File: src/rtl/llsc_pkg.sv
`timescale 1ns/1ps
package llsc_pkg;

    localparam int unsigned CORES_DEF  = 4;
    localparam int unsigned ADDR_W_DEF = 4;
    localparam int unsigned DATA_W_DEF = 32;

    // Operation codes carried on req_op
    typedef enum logic [1:0] {
        OP_LOAD  = 2'd0,
        OP_STORE = 2'd1,
        OP_LINK  = 2'd2,
        OP_COND  = 2'd3
    } mem_op_e;

    // True when the operation updates memory
    function automatic logic op_writes(input mem_op_e op, input logic cond_ok);
        return (op == OP_STORE) || ((op == OP_COND) && cond_ok);
    endfunction

    // True when the operation returns the memory word
    function automatic logic op_reads(input mem_op_e op);
        return (op == OP_LOAD) || (op == OP_LINK);
    endfunction

endpackage

File: src/rtl/llsc_prio_arb.sv
`timescale 1ns/1ps
module llsc_prio_arb #(
    parameter int unsigned N  = 4,
    parameter int unsigned IW = $clog2(N)
) (
    input  logic [N-1:0]  valid,
    output logic [N-1:0]  grant,
    output logic [IW-1:0] idx,
    output logic          any
);
    // Scan from the top down so the lowest valid index is the last one written
    always_comb begin
        grant = '0;
        idx   = '0;
        any   = 1'b0;
        for (int i = int'(N) - 1; i >= 0; i--) begin
            if (valid[i]) begin
                grant    = '0;
                grant[i] = 1'b1;
                idx      = IW'(i);
                any      = 1'b1;
            end
        end
    end
endmodule

File: src/rtl/llsc_resv_bank.sv
`timescale 1ns/1ps
module llsc_resv_bank
    import llsc_pkg::*;
#(
    parameter int unsigned N  = 4,
    parameter int unsigned AW = 4,
    parameter int unsigned IW = $clog2(N)
) (
    input  logic          clk,
    input  logic          rst,
    input  logic          fire,
    input  logic [IW-1:0] core,
    input  mem_op_e       op,
    input  logic [AW-1:0] addr,
    output logic          cond_ok,
    output logic [N-1:0]  link_valid
);
    logic          slot_v [N];
    logic [AW-1:0] slot_a [N];
    logic          do_write;

    // The issuing core's link must be live and on this exact word
    assign cond_ok  = slot_v[core] && (slot_a[core] == addr);
    assign do_write = fire && op_writes(op, cond_ok);

    for (genvar g = 0; g < N; g++) begin : g_slot
        always_ff @(posedge clk) begin
            if (rst) begin
                slot_v[g] <= 1'b0;
                slot_a[g] <= '0;
            end else if (fire) begin
                if (core == IW'(g)) begin
                    if (op == OP_LINK) begin
                        slot_v[g] <= 1'b1;
                        slot_a[g] <= addr;
                    end else if (op == OP_COND) begin
                        slot_v[g] <= 1'b0;
                    end
                end else if (do_write && (slot_a[g] == addr)) begin
                    // Another core changed the linked word
                    slot_v[g] <= 1'b0;
                end
            end
        end
    end

    always_comb begin
        for (int i = 0; i < int'(N); i++) link_valid[i] = slot_v[i];
    end
endmodule

File: src/rtl/llsc_word_mem.sv
`timescale 1ns/1ps
module llsc_word_mem #(
    parameter int unsigned AW = 4,
    parameter int unsigned DW = 32
) (
    input  logic          clk,
    input  logic          rst,
    input  logic          we,
    input  logic [AW-1:0] addr,
    input  logic [DW-1:0] wdata,
    output logic [DW-1:0] rdata
);
    localparam int unsigned DEPTH = 1 << AW;

    logic [DW-1:0] words [DEPTH];

    always_ff @(posedge clk) begin
        if (rst) begin
            for (int i = 0; i < int'(DEPTH); i++) words[i] <= '0;
        end else if (we) begin
            words[addr] <= wdata;
        end
    end

    // Asynchronous read, sampled into the response register by the top
    assign rdata = words[addr];
endmodule

File: src/rtl/llsc_monitor.sv
`timescale 1ns/1ps
module llsc_monitor
    import llsc_pkg::*;
#(
    parameter int unsigned NUM_CORES = CORES_DEF,
    parameter int unsigned ADDR_W    = ADDR_W_DEF,
    parameter int unsigned DATA_W    = DATA_W_DEF,
    localparam int unsigned CID_W    = $clog2(NUM_CORES)
) (
    input  logic                          clk,
    input  logic                          rst,
    input  logic [NUM_CORES-1:0]          req_valid,
    input  logic [2*NUM_CORES-1:0]        req_op,
    input  logic [ADDR_W*NUM_CORES-1:0]   req_addr,
    input  logic [DATA_W*NUM_CORES-1:0]   req_wdata,
    output logic [NUM_CORES-1:0]          req_grant,
    output logic                          rsp_valid,
    output logic [CID_W-1:0]              rsp_core,
    output logic [DATA_W-1:0]             rsp_rdata,
    output logic                          rsp_sc_ok
);
    typedef struct packed {
        mem_op_e             op;
        logic [ADDR_W-1:0]   addr;
        logic [DATA_W-1:0]   wdata;
    } sel_req_t;

    logic [CID_W-1:0]  grant_idx;
    logic              fire;
    sel_req_t          sel;
    mem_op_e           sel_op;
    logic              cond_ok;
    logic              mem_we;
    logic [DATA_W-1:0] mem_rdata;
    logic [NUM_CORES-1:0] link_valid;

    llsc_prio_arb #(.N(NUM_CORES), .IW(CID_W)) u_arb (
        .valid (req_valid),
        .grant (req_grant),
        .idx   (grant_idx),
        .any   (fire)
    );

    // Route the granted core's request fields
    always_comb begin
        sel = '{op: OP_LOAD, addr: '0, wdata: '0};
        for (int i = 0; i < int'(NUM_CORES); i++) begin
            if (req_grant[i]) begin
                sel.op    = mem_op_e'(req_op[i*2 +: 2]);
                sel.addr  = req_addr[i*ADDR_W +: ADDR_W];
                sel.wdata = req_wdata[i*DATA_W +: DATA_W];
            end
        end
    end
    assign sel_op = sel.op;

    llsc_resv_bank #(.N(NUM_CORES), .AW(ADDR_W), .IW(CID_W)) u_bank (
        .clk        (clk),
        .rst        (rst),
        .fire       (fire),
        .core       (grant_idx),
        .op         (sel.op),
        .addr       (sel.addr),
        .cond_ok    (cond_ok),
        .link_valid (link_valid)
    );

    assign mem_we = fire && op_writes(sel.op, cond_ok);

    llsc_word_mem #(.AW(ADDR_W), .DW(DATA_W)) u_mem (
        .clk   (clk),
        .rst   (rst),
        .we    (mem_we),
        .addr  (sel.addr),
        .wdata (sel.wdata),
        .rdata (mem_rdata)
    );

    // Response register: one cycle after the grant
    always_ff @(posedge clk) begin
        if (rst) begin
            rsp_valid <= 1'b0;
            rsp_core  <= '0;
            rsp_rdata <= '0;
            rsp_sc_ok <= 1'b0;
        end else begin
            rsp_valid <= fire;
            rsp_core  <= grant_idx;
            rsp_sc_ok <= fire && (sel.op == OP_COND) && cond_ok;
            if (op_reads(sel.op))
                rsp_rdata <= mem_rdata;
            else if (sel.op == OP_COND)
                rsp_rdata <= DATA_W'(cond_ok);
            else
                rsp_rdata <= '0;
        end
    end
endmodule

File: config.mk
export PLATFORM = sky130hd
export DESIGN_NAME = llsc_monitor
export DESIGN_NICKNAME = d
export VERILOG_FILES = /design/src/rtl/llsc_pkg.sv /design/src/rtl/llsc_prio_arb.sv /design/src/rtl/llsc_resv_bank.sv /design/src/rtl/llsc_word_mem.sv /design/src/rtl/llsc_monitor.sv
export SDC_FILE = /design/constraint.sdc
export NUM_CORES = 1
export LEC_CHECK = 0
export BUFFER_PORTS_ARGS = -buffer_cell sky130_fd_sc_hd__buf_2
export CAP_MARGIN = 20
export CORE_ASPECT_RATIO = 0.9
export CORE_MARGIN = 2
export CORE_UTILIZATION = 43
export DETAILED_ROUTE_END_ITERATION = 8
export GPL_ROUTABILITY_DRIVEN = 0
export SYNTH_ARGS = -nofsm -noshare
export SYNTH_HDL_FRONTEND = slang
export SYNTH_HIERARCHICAL = 1
export SYNTH_SLANG_ARGS = --single-unit
File: constraint.sdc
create_clock -name clk -period 5.84 [get_ports clk]
set_input_delay 0.292 -clock clk [delete_from_list [all_inputs] [get_ports clk]]
set_output_delay 0.292 -clock clk [all_outputs]
set_load 0.05 [all_outputs]
## Word level (Yosys, flattened, before mapping)

Memory sizes are Yosys's and may differ from the RTL's.
Index checks and enable logic that the tools add are counted.

| word-level totals | value |
|---|---|
| flip-flop bits (word level) | 36 |
| input bits | 158 |
| output and inout bits | 40 |
| memory bits (writable) | 532 |
| memories | 3 |
| word-level logic and storage cells | 145 |

| operators by class | value |
|---|---|
| reduce and logical (&&, ||, !) cells | 14 |
| muxes and demuxes | 97 |
| bitwise operators | 16 |
| equality and inequality tests | 11 |

Memory list:

| name | words | width | read ports | clocked after Yosys merged registers in | write ports | RTL line | RTL |
|---|---|---|---|---|---|---|---|
| u_mem.words | 16 | 32 | 1 | 0 | 16 | llsc_word_mem.sv:15 | `logic [DW-1:0] words [DEPTH];` |
| u_bank.slot_a | 4 | 4 | 5 | 0 | 4 | llsc_resv_bank.sv:19 | `logic [AW-1:0] slot_a [N];` |
| u_bank.slot_v | 4 | 1 | 1 | 0 | 4 | llsc_resv_bank.sv:18 | `logic slot_v [N];` |

Operators by type and width:

| cell | number |
|---|---|
| 2-to-1 mux 38 bit | 4 |
| 2-to-1 mux 1 bit | 78 |
| 2-to-1 mux 32 bit | 2 |
| 2-to-1 mux 4 bit | 9 |
| OR reduction 32 bit | 1 |
| equality test 4 bit | 5 |
| bitwise OR 1 bit | 16 |
| logical AND 1 bit | 9 |
| equality test 2 bit, second input constant | 4 |
| 2-to-1 mux 2 bit | 4 |
| equality test 2 x 1 -> 1 bit, second input constant | 2 |
| zero test 2 bit | 2 |
| logical OR 1 bit | 2 |

## Depth between registers and ports, before layout

Gate-level depths: netlist of run 1.

| logic depth | value |
|---|---|
| word-level depth | 20 |
| mapped depth | 19 |
| depth with buffers taken out | 16 |

## By module

Netlist of run 1, hierarchy kept.

Modules (own cells, without submodules):

| module | cells an instance | seq. area each (µm²) | instances | area an instance (µm²) |
|---|---|---|---|---|
| llsc_word_mem | 1418 | 15374.7 | 1 | 22879.4 |
| llsc_monitor | 262 | 720.7 | 1 | 2234.6 |
| llsc_resv_bank | 133 | 600.6 | 1 | 1393.8 |
| llsc_prio_arb | 11 | 0.0 | 1 | 61.3 |

## Least setup slack after synthesis of run 1

Ideal clock, no wire load.

| timing | value |
|---|---|
| kind | input -> register |
| start point | input req_valid[2] |
| end point | memory u_mem.words[0][0], enable pin |
| slack | 0.389 ns |
| setup time | 0.375 ns |
| data arrival time | 5.076 ns |
| data required time | 5.465 ns |
| stages on the path | 16 |
| buffers on the path | 3 |
| cells stage by stage | nand2b_4 nor3_1 buf_4 clkbuf_1 nand2_1 o21ai_1 buf_2 xor2_1 a32oi_1 a21oi_2 and2_1 inv_1 a21oi_1 or4b_4 nor3_4 or2_2 |

RTL lines:

| what | RTL line | RTL |
|---|---|---|
| start, declared | llsc_monitor.sv:12 | `input logic [NUM_CORES-1:0] req_valid,` |
| end, declared | llsc_word_mem.sv:15 |  |

==> out/metrics.csv, run 1 <==
stage,metric,value,unit
clock_tree,holdBufCountCts,0,
place,io_buffer_count,197,
power_and_ir_drop,p_leak,0.0109,uW
drt,ant_nets,0,
drt,drc,0,
floorplanning,dieHeight,240,um
grt,grt_max_degree,138,
sta,rsz0062_at_grt,no,
setup_path,start_kind,primary input,
power_and_ir_drop,power_density,323,nW/um^2
floorplanning,start_util,43.4,%
floorplanning,num_rows,86,
setup_path,worstSetupEndpointType,flop,
logic_synthesis,syn_nets,1978,
setup_path,crit_buf_inv,4,
setup_path,reg2regPathDepth,9,
floorplanning,dieArea,63700,um^2
finish,fillers,5141,
drt,wl_per_cell,26.9,um
setup_path,cp.arrival,4790,ps
sta,fin_setup_tns,0,ps
setup_path,crit_fanout,17,
setup_path,max_stage_delay,570,ps
setup_path,ff2ff_setup_slack,2090,ps
worst_hold_path,min_path_type,primary input to flop,
setup_path,rr_startpoint,u_bank/slot_a[3][2],
clock_tree,postCtsSetupRepairBufs,0,
logic_synthesis,syn_avg_cell_area,14.6,um^2
sta,setup_viol,0,
clock_tree,insertion_delay,610,ps
drt,vias,16000,
setup_path,cp_slowest_cell,or4b_4,
sta,period_share,76.7,%
floorplanning,core-area,61100,um^2
drt,routed_wl,76000,um
clock_tree,cts_tree,yes,
finish,drive_gt1_share,27.8,%
sta,maxSlewHeadroom,20.3,%
clock_tree,ctsHtreeMaxLevel,2,
drt,drt_first_pass_iters,5,
worst_hold_path,worstHoldStart,rst,
place,dp_cells,2705,
clock_tree,cts_resized,0,
clock_tree,clk_pin_slew_worst_paths,60,ps
sta,finalHoldViolCount,0,
power_and_ir_drop,worst_ir_drop_vdd,0.213,mV
clock_tree,clkSinkCount,568,
drt,vias_per_cell,5.66,
setup_path,cp.required,6150,ps
place,hpwl,42800,um
setup_path,r2r-end,u_mem/words[1][9],
setup_path,cp-startpoint,req_valid[0],
finish,fin_cells,2822,
sta,max_freq,0.223,GHz
logic_synthesis,ys_warn_count,6,
grt,grt_usage,24.2,%
finish,syn_to_final_growth,14.8,%
grt,grt_first_pass_wirelength,111000,um
logic_synthesis,synth_cells,1820,
sta,finalMaxSlewViolations,0,
grt,grt_pass1_vias,16300,
floorplanning,dieWidth,266,um
logic_synthesis,syn_area,26500,um^2
worst_hold_path,hold_depth,2,
floorplanning,io_pins,198,
sta,period_needed,4480,ps
clock_tree,root_buffer,clkbuf_16,
worst_hold_path,min_to,rsp_core[1],
drt,first_iter_violations,1787,
setup_path,cp_cell_sequence,buf_2 -> nor2_1 -> and2_2 -> inv_2 -> o21ai_0 -> o21ai_2 -> nand2b_1 -> nand3_1 -> a211o_1 -> a21oi_2 -> and2_1 -> inv_1 -> a21oi_1 -> or4b_4 -> nor2_2 -> or2_2 -> buf_12,
grt,antenna_found_initial,4,
finish,fin_nets,2140,
run,cap_viol_max_count,0,
clock_tree,cts_max_path_buffers,3,
setup_path,path_delay_family,simple AND/OR/NAND/NOR gates,
clock_tree,cts_made_buffers,60,
status,status,"complete, no violations",
sta,tightest_slew,1190,ps
setup_path,path_class,primary input to flop,
sta,fin_skew,12.6,ps
grt,grt_overflow,0,
metal layers:
layer  routed length [um]  vias up  global-route usage (%)
li1                     -     7040                       -
met1                33800     8152                    35.6
met2                34000      686                    36.9
met3                 6570      105                    5.05
met4                 1640        0                    5.65
met5                    0        -                       0
layout by cell type, fill, tap and decap left out, types with 5 or more instances in the layout:
cell         n
edfxtp_1   532
and2_1     530
buf_2      197
mux4_2     129
nand2_1     83
o21ai_1     65
a22oi_1     64
clkbuf_16   61
buf_4       47
dfxtp_1     36
a221o_1     35
and2_4      30
xnor2_1     18
or2_2       16
buf_12      14
clkbuf_1    13
nor2_2      12
clkinv_2    11
nor2_1      10
clkinv_1    10
nor2b_1      8
mux2i_1      7
clkbuf_8     7
nand2b_1     6
o21ai_0      5
bufinv_16    5
final cells by class:
type | instances | area (um^2) | share of cell area (%)
Timing Repair Buffer | 261 | 1660 | 5.44
Clock inverter | 30 | 274 | 0.899
Tap cell | 792 | 991 | 3.25
Antenna cell | 1 | 2.50 | 0.00821
Clock buffer | 79 | 1640 | 5.39
Sequential cell | 568 | 16700 | 54.8
Inverter | 5 | 18.8 | 0.0616
Multi-Input combinational cell | 1086 | 9190 | 30.2
where the power goes:
part | switching, uW | internal [uW]
clock network | 1560 | 2190
logic | 814 | 512
registers | 74.7 | 4690
worst max path at each step:
stage	endpoint	slack, ps	cells past startpoint
3_5_place_dp	u_mem/words[1][9]	700	17
5_1_grt	u_mem/words[12][27]	1060	17
2_1_floorplan	u_mem/words[0][0]	390	16
3_3_place_gp	u_mem/words[1][8]	810	17
4_1_cts	u_mem/words[1][11]	1320	17
6_report	u_mem/words[1][9]	1360	17
per-stage QoR:
step	setup slack (ps)	total power (uW)	cell area, um^2	hold slack (ps)	util [%]
6_report	1360	9840	30500	178	49.9
3_3_place_gp	814	6150	28500	763	46.6
3_5_place_dp	701	6180	28500	765	46.6
4_1_cts	1320	9900	30400	128	49.8
2_1_floorplan	389	5700	26500	364	-
5_1_grt	1060	10200	30500	174	49.9
state kept, by name, indices dropped and copies added, names as in the netlist:
| register | count |
|---|---|
| rsp_core | 2 |
| rsp_rdata | 32 |
| rsp_sc_ok | 1 |
| rsp_valid | 1 |
| u_bank/slot_a | 16 |
| u_bank/slot_v | 4 |
| u_mem/words | 512 |
worst register-to-register path, delay by kind of cell, from the launching register on:
| family | cells | cell delay, ps |
|---|---|---|
| compound gates | 1 | 360 |
| xor+xnor | 1 | 390 |
| buf+inv | 2 | 320 |
| flops | 1 | 430 |
| mux | 1 | 500 |
| simple gates | 4 | 1440 |
Power figures use the tool's default switching activity.
==> run 2: changes to the inputs <==
--- a/config.mk
+++ b/config.mk
@@ -5,6 +5,7 @@
 export SDC_FILE = /design/constraint.sdc
 export NUM_CORES = 1
 export LEC_CHECK = 0
+export ABC_AREA = 1
 export BUFFER_PORTS_ARGS = -buffer_cell sky130_fd_sc_hd__buf_2
 export CAP_MARGIN = 20
 export CORE_ASPECT_RATIO = 0.9
==> constraint.sdc (replaced) <==
create_clock -name clk -period 3.7 [get_ports clk]
set_input_delay 0.185 -clock clk [delete_from_list [all_inputs] [get_ports clk]]
set_output_delay 0.185 -clock clk [all_outputs]
set_load 0.05 [all_outputs]
==> run 2 against run 1 <==
First-iteration DRC count rose by 18%. Combinational power rose by 82%. Cell count rose by 56%. Register-to-register slack got worse by 1200 ps. Sequential share of layout area fell by 2.6 points. Largest cell class unchanged. Largest power group unchanged. Die area rose by 4.6%. Non-clock buffer count rose by 33. Critical path type is now flop to flop.
==> out/metrics.csv, run 2 <==
stage,metric,value,unit
logic_synthesis,ys_warn_count,6,
drt,vias_per_cell,5.06,
place,hpwl,48400,um
finish,mostFrequentLayoutCells,"nand2_1, nor2_1, edfxtp_1",
drt,drt_first_pass_iters,6,
floorplanning,io_pins,198,
setup_path,path_delay_family,simple AND/OR/NAND/NOR gates,
grt,grt_first_pass_wirelength,126000,um
sta,fin_setup_tns,0,ps
finish,regMostFlops,u_mem/words,
drt,vias,22200,
sta,period_share,76.5,%
logic_synthesis,syn_nets,3499,
setup_path,max_stage_delay,440,ps
finish,drive_gt1_share,13.2,%
finish,multi_input_area,9750,um^2
power_and_ir_drop,p_leak,0.0143,uW
sta,max_freq,0.353,GHz
setup_path,crit_buf_inv,3,
grt,grt_usage,24.9,%
finish,stdcell_area,32000,um^2
sta,tightest_slew,991,ps
setup_path,worstSetupEndpointType,flop,
drt,drc,0,
grt,grt_overflow,0,
floorplanning,dieArea,66700,um^2
run,cap_viol_max_count,0,
finish,final_util,50.0,%
clock_tree,cts_made_buffers,59,
clock_tree,clkSinkCount,568,
finish,regArea,16700,um^2
finish,fillers,6020,
clock_tree,insertion_delay,630,ps
drt,ant_nets,0,
grt,grt_pass1_vias,21200,
drt,wl_per_cell,18.9,um
floorplanning,dieHeight,245,um
logic_synthesis,syn_area,27800,um^2
worst_hold_path,min_path_type,primary input to flop,
sta,period_needed,2830,ps
sta,fin_skew,16.9,ps
place,io_buffer_count,197,
setup_path,cp.arrival,3160,ps
setup_path,start_kind,flop,
clock_tree,root_buffer,clkbuf_16,
setup_path,cp_slowest_cell,edfxtp_1,
grt,antenna_found_initial,0,
power_and_ir_drop,power_density,482,nW/um^2
drt,routed_wl,83100,um
setup_path,crit_top_cell,nand2_1,
drt,first_iter_violations,2113,
status,status,"complete, no violations",
setup_path,cp_cell_sequence,nand2_1 -> nand2_1 -> nand2_1 -> nand2_1 -> nand2_1 -> nand2_1 -> nor2_1 -> nand3_2 -> inv_1 -> inv_1 -> a21oi_1 -> nand2_1 -> nor3_2 -> nand2_2 -> nand2_4 -> buf_4,
sta,rsz0062_at_grt,no,
finish,fin_nets,3642,
sta,finalHoldViolCount,0,
floorplanning,start_util,43.4,%
floorplanning,core-area,64000,um^2
finish,reg_top3,"u_mem/words: 512 flops, rsp_rdata: 32 flops, u_bank/slot_a: 16 flops",
logic_synthesis,synth_cells,3341,
grt,grt_max_degree,164,
sta,setup_viol,0,
sta,maxSlewHeadroom,33.8,%
finish,insertedDiodeCount,0,
clock_tree,cts_max_path_buffers,3,
setup_path,crit_fanout,14,
sta,finalMaxSlewViolations,0,
clock_tree,clk_pin_slew_worst_paths,60,ps
setup_path,path_class,flop to flop,
finish,syn_to_final_growth,15.1,%
setup_path,cp.required,4030,ps
finish,largest_register_ffs,512,
floorplanning,dieWidth,272,um
clock_tree,ctsHtreeMaxLevel,2,
place,postPlaceCellArea,30200,um^2
power_and_ir_drop,worst_ir_drop_vdd,0.377,mV
clock_tree,cts_tree,yes,
logic_synthesis,syn_avg_cell_area,8.32,um^2
floorplanning,num_rows,88,
finish,layout_commonest_cell,nand2_1,
-- run 2: worst reg2reg max path, delay by kind of cell (launching register included) --
kind | cells | cell delay (ps)
and+or+nand+nor | 12 | 1580
buffers and inverters | 3 | 370
AOI/OAI and AO/OA | 1 | 140
DFF | 1 | 440
-- run 2: per-stage QoR --
step	cells	setup WS, ps	hold slack (ps)	total power [uW]
final	4390	871	34.6	15400
after global placement	4273	326	559	9940
after global routing	4390	602	44.4	16000
after detailed placement	4273	309	537	9940
after CTS	4390	875	20.4	15500
after floorplan	3341	7.44	256	9080
-- run 2: area by class of cell --
cell class | count | share of cell area [%]
Multi-Input combinational cell | 2388 | 30.5
Clock inverter | 23 | 0.540
Inverter | 173 | 2.06
Tap cell | 855 | 3.34
Timing Repair Buffer | 294 | 6.37
Sequential cell | 568 | 52.2
Clock buffer | 89 | 5.03
-- run 2: routing by layer --
| layer | global-route usage [%] | part of all wire [%] | up-vias |
|---|---|---|---|
| met5 | 0 | 0 | - |
| met4 | 8.00 | 3.0 | 0 |
| met3 | 3.64 | 7.4 | 131 |
| met2 | 40.0 | 45 | 787 |
| met1 | 34.9 | 44 | 10600 |
| li1 | - | - | 10700 |
-- run 2: final timing paths --
check	from	endpoint	slack, ps	depth (start not counted)
hold / removal	req_op[2]	rsp_sc_ok	30	5
setup reg to reg	u_bank/slot_a[3][3]	u_mem/words[3][30]	870	16
hold reg to reg	u_bank/slot_a[2][0]	u_bank/slot_v[2]	840	5
setup / recovery	u_bank/slot_a[3][3]	u_mem/words[3][30]	870	16
-- run 2: power by group --
group	switching (uW)	internal [uW]
Combinational	1790	629
Clock	2480	3130
Sequential	90.2	7310
Total	4360	11100
-- run 2: what timing repair did --
action                                 4_1_cts  5_1_grt
setup buffers                                0        0
endpoints found under the hold margin        4        0
resized for setup                            0        0
hold buffers                                 5        0
==> run 3: changes to the inputs <==
==> constraint.sdc (replaced) <==
create_clock -name clk -period 2.6 [get_ports clk]
set_input_delay 0.13 -clock clk [delete_from_list [all_inputs] [get_ports clk]]
set_output_delay 0.13 -clock clk [all_outputs]
set_load 0.05 [all_outputs]
==> run 3 against run 2 <==
Hold slack better by 17 ps. Fmax up 10%. Critical path depth up 2. Global-route usage down 0.37 points. Clock power up 47%. Sequential power up 42%. Wire length up 1.5%. Via count up 1.2%. Core utilization up 2.9 points. Sequential share of layout area down 2.8 points.
==> out/metrics.csv, run 3 (synthesis gave the netlist of run 2 again) <==
stage,metric,value,unit
sta,fin_skew,22.4,ps
sta,finalMaxSlewViolations,0,
worst_hold_path,min_path_type,primary input to flop,
sta,period_needed,2570,ps
setup_path,crit_fanout,7,
finish,insertedDiodeCount,0,
finish,fin_nets,3747,
grt,antenna_found_initial,0,
worst_hold_path,hold_depth,7,
floorplanning,dieArea,66700,um^2
finish,layout_commonest_cell,nand2_1,
finish,fin_cells,4493,
sta,worst_slack,33.2,ps
finish,regMostFlops,u_mem/words,
run,cap_viol_max_count,0,
grt,grt_overflow,0,
setup_path,cp.arrival,2890,ps
clock_tree,root_buffer,clkbuf_16,
drt,first_iter_violations,2423,
clock_tree,cts_max_path_buffers,3,
place,dp_cells,4355,
setup_path,worstSetupEndpointType,flop,
floorplanning,start_util,43.4,%
sta,tightest_slew,1050,ps
clock_tree,insertion_delay,620,ps
worst_hold_path,min_to,rsp_rdata[0],
clock_tree,clk_pin_slew_worst_paths,60,ps
place,hpwl,53400,um
finish,stdcell_area,33800,um^2
drt,wl_per_cell,18.8,um
finish,fillers,5941,
drt,vias,22500,
setup_path,ff2ff_setup_slack,30,ps
setup_path,start_kind,flop,
place,io_buffer_count,197,
floorplanning,num_rows,88,
place,postPlaceCellArea,31300,um^2
clock_tree,ctsHtreeMaxLevel,2,
power_and_ir_drop,p_leak,0.0153,uW
sta,period_share,98.7,%
power_and_ir_drop,worst_ir_drop_vdd,0.519,mV
place,pre_cts_ws,-411,ps
finish,reg_top3,"u_mem/words: 512 flops, rsp_rdata: 32 flops, u_bank/slot_a: 16 flops",
setup_path,path_class,flop to flop,
drt,drt_first_pass_iters,8,
drt,routed_wl,84400,um
setup_path,max_stage_delay,450,ps
setup_path,crit_buf_inv,5,
sta,rsz0062_at_grt,yes,
power_and_ir_drop,power_density,670,nW/um^2
worst_hold_path,worstHoldStart,req_op[2],
setup_path,reg2regPathDepth,18,
setup_path,path_delay_family,simple AND/OR/NAND/NOR gates,
grt,grt_max_degree,110,
setup_path,crit_top_cell,nand2_1,
sta,finalHoldViolCount,0,
sta,maxSlewHeadroom,29.8,%
sta,setup_viol,0,
floorplanning,core-area,64000,um^2
clock_tree,clkSinkCount,568,
sta,max_freq,0.390,GHz
setup_path,cp_slowest_cell,edfxtp_1,
status,status,"complete, no violations",
clock_tree,cts_made_buffers,57,
finish,drive_gt1_share,16.4,%
drt,drc,0,
sta,fin_setup_tns,0,ps
setup_path,cp.required,2920,ps
setup_path,rr_startpoint,u_bank/slot_a[1][3],
floorplanning,dieHeight,245,um
setup_path,r2r-end,u_mem/words[6][25],
setup_path,cp_cell_sequence,nand2_1 -> nand2_1 -> nand2_1 -> nand2_1 -> nand2_1 -> nand2_1 -> nor2_1 -> nand3_2 -> inv_2 -> inv_2 -> a21oi_4 -> nand2_4 -> nor3_4 -> buf_6 -> buf_6 -> nand2_8 -> nand2_8 -> clkbuf_16,
finish,syn_to_final_growth,21.8,%
grt,grt_first_pass_wirelength,125000,um
finish,final_util,52.9,%
drt,ant_nets,0,
finish,largest_register_ffs,512,
floorplanning,io_pins,198,
floorplanning,dieWidth,272,um
finish,mostFrequentLayoutCells,"nand2_1, nor2_1, edfxtp_1",
grt,grt_usage,24.6,%
clock_tree,cts_tree,yes,
grt,grt_pass1_vias,21300,
drt,vias_per_cell,5.00,
==> run 3: worst max-delay path by stage <==
stage                     slack, ps           startpoint  cells after the start                   to
after global placement         -390         req_valid[0]                     18   u_mem/words[10][9]
final                            30  u_bank/slot_a[1][3]                     18   u_mem/words[6][25]
after detailed placement       -410         req_valid[0]                     18  u_mem/words[10][18]
after global routing            -80  u_bank/slot_a[3][3]                     18   u_mem/words[6][21]
after CTS                        20  u_bank/slot_a[3][3]                     15   u_mem/words[10][9]
after floorplan                -660         req_valid[0]                     21    u_mem/words[3][0]
==> run 3: power by group <==
part / total (uW) / switching [uW] / internal, uW
registers: 10500 / 124 / 10400
logic: 3910 / 2730 / 1180
clock network: 8250 / 3530 / 4720
total: 22700 / 6380 / 16300
==> run 3: worst reg2reg max path: stages, from the launching register on <==
cell       delay [ps]
edfxtp_1          450
nand2_1           100
nand2_1            50
nand2_1            70
nand2_1            60
nand2_1            60
nand2_1            50
nor2_1            110
nand3_2           120
inv_2              80
inv_2              50
a21oi_4           160
nand2_4           110
nor3_4            160
buf_6             150
buf_6             120
nand2_8            60
nand2_8           120
clkbuf_16         200
==> run 3: stage by stage <==
| stage | power [uW] | hold slack [ps] |
|---|---|---|
| final | 22700 | 51.8 |
| after global routing | 23500 | 69.0 |
| after CTS | 22700 | 5.04 |
| after detailed placement | 14500 | 510 |
| after global placement | 14500 | 475 |
| after floorplan | 13000 | 201 |
==> run 3: area by class of cell <==
class / count / area, um^2 / area share, %
multi-input combinational: 2393 / 10100 / 29.9
inverter: 173 / 676 / 2.00
tap: 855 / 1070 / 3.16
timing repair buffer: 396 / 3410 / 10.1
clock inverter: 28 / 243 / 0.717
sequential: 568 / 16700 / 49.3
clock buffer: 80 / 1620 / 4.77
==> run 3: routing by layer <==
| layer | vias up | global-route usage [%] | wire, um |
|---|---|---|---|
| met5 | - | 0 | 0 |
| met4 | 0 | 7.68 | 2740 |
| met3 | 124 | 3.11 | 5850 |
| met2 | 757 | 40.6 | 39200 |
| met1 | 10600 | 33.8 | 36600 |
| li1 | 10900 | - | - |
==> run 3: what timing repair did <==
action,CTS,global route
endpoints found under the hold margin,4,0
setup endpoints to repair,0,974
resized for setup,0,54
buffers inserted,0,12
hold buffers,5,0
